==> src/rtl/prio_sel_pkg.sv <==
// Shared types for the priority selector: the candidate record carried
// through the compare tree and the merge rule that ranks two candidates.
package prio_sel_pkg;

    localparam int ID_W        = 10;
    localparam int PRIO_W      = 8;
    localparam int RUN_W       = PRIO_W + 1;
    localparam int SPURIOUS_ID = 1023;

    typedef struct packed {
        logic              valid;
        logic [PRIO_W-1:0] prio;
        logic [ID_W-1:0]   id;
    } cand_t;

    // Keep the lower-ID side (lo) unless hi is strictly more urgent.
    function automatic cand_t pick_best(input cand_t lo, input cand_t hi);
        if (hi.valid && (!lo.valid || (hi.prio < lo.prio)))
            return hi;
        return lo;
    endfunction

endpackage

==> src/rtl/prio_tree.sv <==
// Balanced compare-select tree over N candidates.
// Assumes leaf i carries a lower ID than leaf i+1, so ties resolve to the
// lower index. Leaves are padded to a power of two with invalid entries.
module prio_tree
    import prio_sel_pkg::*;
#(
    parameter int N = 64
) (
    input  cand_t leaves [N],
    output cand_t best
);
    localparam int LVL = (N > 1) ? $clog2(N) : 1;
    localparam int NP  = 1 << LVL;

    cand_t nodes [2*NP-1];

    // Leaf layer: heap positions NP-1 .. 2*NP-2.
    for (genvar i = 0; i < NP; i++) begin : g_leaf
        if (i < N) begin : g_real
            assign nodes[NP-1+i] = leaves[i];
        end else begin : g_pad
            assign nodes[NP-1+i] = '0;
        end
    end

    // Internal nodes: node k merges children 2k+1 (lower IDs) and 2k+2.
    for (genvar k = 0; k < NP-1; k++) begin : g_node
        assign nodes[k] = pick_best(nodes[2*k+1], nodes[2*k+2]);
    end

    assign best = nodes[0];
endmodule

==> src/rtl/cpu_select.sv <==
// Selection path for one CPU: gathers candidates with their priority
// (banked or shared), finds the winner, applies the mask and preemption
// thresholds and registers the ID and request together.
// Assumes 0 < BANKED_SRC < NUM_SRC and NUM_SRC <= 1023.
module cpu_select
    import prio_sel_pkg::*;
#(
    parameter int NUM_SRC    = 64,
    parameter int BANKED_SRC = 32
) (
    input  logic                                 clk,
    input  logic                                 rst_n,
    input  logic                                 active,
    input  logic [NUM_SRC-1:0]                   src_en,
    input  logic [NUM_SRC-1:0]                   pend,
    input  logic [BANKED_SRC*PRIO_W-1:0]         prio_bank,
    input  logic [(NUM_SRC-BANKED_SRC)*PRIO_W-1:0] prio_shared,
    input  logic [PRIO_W-1:0]                    mask,
    input  logic [RUN_W-1:0]                     run,
    output logic [ID_W-1:0]                      hp_id,
    output logic                                 req
);
    cand_t leaves [NUM_SRC];
    cand_t best;
    logic  reported;
    logic  [ID_W-1:0] id_d;
    logic  req_d;

    // Candidate records: banked priority below the boundary, shared above.
    for (genvar s = 0; s < NUM_SRC; s++) begin : g_cand
        if (s < BANKED_SRC) begin : g_bank
            assign leaves[s] = '{valid: src_en[s] & pend[s],
                                 prio:  prio_bank[s*PRIO_W +: PRIO_W],
                                 id:    ID_W'(s)};
        end else begin : g_shr
            assign leaves[s] = '{valid: src_en[s] & pend[s],
                                 prio:  prio_shared[(s-BANKED_SRC)*PRIO_W +: PRIO_W],
                                 id:    ID_W'(s)};
        end
    end

    prio_tree #(.N(NUM_SRC)) u_tree (
        .leaves (leaves),
        .best   (best)
    );

    // Threshold stage: mask filters reporting, running priority gates request.
    always_comb begin
        reported = active && best.valid && (best.prio <= mask);
        id_d     = reported ? best.id : ID_W'(SPURIOUS_ID);
        req_d    = reported && ({1'b0, best.prio} < run);
    end

    // Output register: ID and request move on the same edge.
    always_ff @(posedge clk) begin
        if (!rst_n) begin
            hp_id <= ID_W'(SPURIOUS_ID);
            req   <= 1'b0;
        end else begin
            hp_id <= id_d;
            req   <= req_d;
        end
    end
endmodule

==> src/rtl/irq_prio_select.sv <==
// Top level: one selection path per CPU, each seeing its own pending
// slice, priority bank, mask and running priority, plus the shared
// priorities. A CPU path is active only when both enables are set.
module irq_prio_select
    import prio_sel_pkg::*;
#(
    parameter int NUM_SRC    = 64,
    parameter int NUM_CPU    = 2,
    parameter int BANKED_SRC = 32
) (
    input  logic                                   clk,
    input  logic                                   rst_n,
    input  logic                                   dist_en,
    input  logic [NUM_CPU-1:0]                     cpu_en,
    input  logic [NUM_SRC-1:0]                     src_en,
    input  logic [NUM_CPU*NUM_SRC-1:0]             pend,
    input  logic [NUM_CPU*BANKED_SRC*PRIO_W-1:0]   prio_bank,
    input  logic [(NUM_SRC-BANKED_SRC)*PRIO_W-1:0] prio_shared,
    input  logic [NUM_CPU*PRIO_W-1:0]              prio_mask,
    input  logic [NUM_CPU*RUN_W-1:0]               run_prio,
    output logic [NUM_CPU*ID_W-1:0]                hp_id,
    output logic [NUM_CPU-1:0]                     irq_req
);
    localparam int BANK_BITS = BANKED_SRC * PRIO_W;

    for (genvar c = 0; c < NUM_CPU; c++) begin : g_cpu
        cpu_select #(
            .NUM_SRC    (NUM_SRC),
            .BANKED_SRC (BANKED_SRC)
        ) u_sel (
            .clk         (clk),
            .rst_n       (rst_n),
            .active      (dist_en & cpu_en[c]),
            .src_en      (src_en),
            .pend        (pend[c*NUM_SRC +: NUM_SRC]),
            .prio_bank   (prio_bank[c*BANK_BITS +: BANK_BITS]),
            .prio_shared (prio_shared),
            .mask        (prio_mask[c*PRIO_W +: PRIO_W]),
            .run         (run_prio[c*RUN_W +: RUN_W]),
            .hp_id       (hp_id[c*ID_W +: ID_W]),
            .req         (irq_req[c])
        );
    end
endmodule

==> config.mk <==
export PLATFORM = sky130hd
export DESIGN_NAME = irq_prio_select
export DESIGN_NICKNAME = d
export VERILOG_FILES = /design/src/rtl/prio_sel_pkg.sv /design/src/rtl/prio_tree.sv /design/src/rtl/cpu_select.sv /design/src/rtl/irq_prio_select.sv
export SDC_FILE = /design/constraint.sdc
export NUM_CORES = 2
export LEC_CHECK = 0
export ABC_AREA = 1
export BUFFER_PORTS_ARGS = -buffer_cell sky130_fd_sc_hd__buf_4
export CORE_AREA = 3 3 391 393
export DETAILED_ROUTE_END_ITERATION = 10
export DIE_AREA = 0 0 394 396
export MAX_ROUTING_LAYER = met4
export RECOVER_POWER = 25
export SLEW_MARGIN = 15
export SYNTH_ARGS = -nofsm -noshare
export SYNTH_HDL_FRONTEND = slang
export SYNTH_SLANG_ARGS = --single-unit
==> constraint.sdc <==
create_clock -name clk -period 11.2 [get_ports clk]
set_input_delay 1.68 -clock clk [delete_from_list [all_inputs] [get_ports clk]]
set_output_delay 1.68 -clock clk [all_outputs]
set_load 0.005 [all_outputs]
==> out/qor.yml <==
pre_cts_ws_ns: -1.11
drt_wl_total_um: 191000
maxCapViolCount: 0
via_per_inst: 4.74
cts-root-buf: "clkbuf_16"
ir_worst_vdd_mv: 0.369
h-tree-depth: 1
rows: 142
multi_input_area_um2: 33700
die_w_um: 394
synth_area_leaders: "nand2_1 29%, ha_1 26%, o21ai_0 11%"
finalCriticalPeriod_ns: 10.65
yosysSeqAreaShare_pct: 0.905
synth_seq_cells: 16
path_common_cell: "nand2_1"
clk_transition_reported_paths_ns: 0.07
grt_pass1_vias: 47200
cts_tree: "yes"
ys_warn_count: 0
critPathMaxFanout: 8
status: "complete, no violations"
critPathLaunchType: "primary input"
detail-route-antenna-nets: 0
cts_max_path_buffers: 2
rsz0062_at_grt: "true"
grt_overflow: 0
yosysTopAreaCellShare_pct: 28.6
start_util_pct: 23.6
die_h_um: 396
ff_latch_area_um2: 320
grt_util_all_layers_pct: 23.2
nFillCells: 16500
drtIter0Drc: 3053
synth.top_cells.by_count: "2695 x nand2_1, 858 x inv_1, 748 x ha_1, 744 x o21ai_0, 397 x a21oi_1"
fin_ws_ns: 0.553
crit_family: "simple AND/OR/NAND/NOR gates"
cp_slowest_stage_delay_ns: 0.31
num_vias: 50200
die-area_um2: 156000
tightest_slew_ns: 0.915
synth_most_common_cell: "nand2_1"
avgSynthCellArea_um2: 5.27
cts.sinks: 16
syn2layout_area_growth_pct: 55.0
grt_antenna_before_repair: 25
synth_area_um2: 35400
dpl.hpwl_um: 171000
ios: 1021
hold_path.class: "in2reg"
grt_start_max_net_pins: 19
p_leak_nw: 31.6
slew_violations: 0
firstDrtPassIters: 8
hold_buffers: 0
numCtsBuffers: 3
setup_viol: 0
fmax_mhz: 93.9
grt_pass1_wl_um: 274000
nNetsFinal: 10300
path_class: "in2reg"
drc_errors: 0
worst-path-buf-inv: 18
wire_per_inst_um: 18.0
yosysTopAreaCell: "nand2_1"
syn_nets: 8465
stdcell_count: 10600
syn_inst: 6718
dp_cells: 10400
io_buffers: 1020
synth-edff-count: 0
crit_path_end_kind: "register"
placeableCoreArea_um2: 150000
synthFlopType: "dfxtp_1"
slew_headroom_pct: 38.4
finalCritPeriodShare_pct: 95.1
synthArstFlopShare_pct: 0
required_ns: 11.43
finalWeightedCongestion: 1.06
cp_slowest_cell: "ha_1"
cp_data_arrival_time_ns: 10.88
powerDensity_nw_per_um2: 178
yosysUniqueCellTypes: 34
final_layout_size_suffix_gt1_share_pct: 30.5
hold_viol: 0
[placed cells by master (no fill, tap or decap), types with 7 or more instances in the layout]
cell type	n
o21ai_2	152
a21oi_2	67
nor3_1	13
ha_1	716
dfxtp_1	16
nand4_1	42
nand2_1	2614
nand3_1	268
nand2_8	15
o21a_1	36
o211ai_1	23
ha_4	30
nor2_1	340
clkinvlp_4	38
o21ai_1	270
inv_4	7
diode_2	24
nor2_2	15
inv_2	39
o21ai_0	355
inv_1	808
nand3b_1	51
a211oi_2	34
a211oi_1	35
nand2_4	102
o21ai_4	15
buf_4	1898
a21oi_1	329
buf_6	21
nand2_2	142
[logic make-up after synthesis]
logic type	count (synthesis)	share of synthesized area [%]
AND/OR/NAND/NOR	3593	41.4
buffers and inverters	1025	11.1
AO/OA/AOI/OAI	1331	20.0
multiplexers	5	0.141
adder cells (fa/ha/maj)	748	26.4
flip-flops	16	0.905
[per-layer routing]
| layer | track usage, % | part of all wire [%] | up-vias |
|---|---|---|---|
| met3 | 2.74 | 5.3 | 200 |
| met4 | 4.94 | 2.5 | 0 |
| met2 | 41.7 | 50 | 1505 |
| li1 | - | - | 25600 |
| met1 | 27.6 | 42 | 22900 |
| met5 | - | 0 | - |
[area by class of cell]
| class | instances | area share, % |
|---|---|---|
| inverters | 881 | 6.23 |
| clock buffers | 4 | 0.162 |
| repair buffers | 1935 | 26.7 |
| diodes | 24 | 0.109 |
| multi-input cells | 5696 | 61.3 |
| repair inverters | 19 | 0.246 |
| well taps | 2016 | 4.60 |
| flip-flops and latches | 16 | 0.584 |
[metrics by stage]
step	setup TNS (ns)	util, %	instance area (um2)	hold WS (ns)	power (W)
CTS	0	34.3	51400	1.66	0.00882
finish	0	36.6	54900	1.68	0.00978
global route	-1.43	36.6	54900	1.70	0.0108
floorplan	0	-	35400	1.77	0.00449
global placement	-10.81	34.2	51200	1.97	0.00850
detailed placement	-14.04	34.2	51200	1.98	0.00862
[sequential cells by signal (all words and copies together) (netlist names)]
name               count
g_cpu.u_sel.hp_id     14
g_cpu.u_sel.req        2
[repair_timing]
action / in CTS / in global routing
setup buffers: 0 / 90
gates cloned: 0 / 39
gates resized for setup: 115 / 891
pin swaps: 0 / 117
endpoints found under the setup margin: 16 / 16
[report_power, final]
part | switching (W) | leakage [nW] | internal [W]
logic | 0.00524 | 31.4 | 0.00436
registers | 0.0000102 | 0.131 | 0.0000669
clock network | 0.0000420 | 0.0443 | 0.0000551
[tightest hold or removal path, delay by kind of cell]
family	cells	cell delay (ns)
buf+inv	1	0.12
simple gates	1	0.08
compound gates	1	0.05
[worst paths after layout]
| check | slack [ns] | startpoint | cells past startpoint | endpoint |
|---|---|---|---|---|
| max | 0.55 | prio_shared[213] | 89 | g_cpu[1].u_sel.req$_SDFF_PN0_ |
| min | 1.68 | run_prio[9] | 3 | g_cpu[1].u_sel.req$_SDFF_PN0_ |
Note: power is estimated with default switching activity, not from simulation.
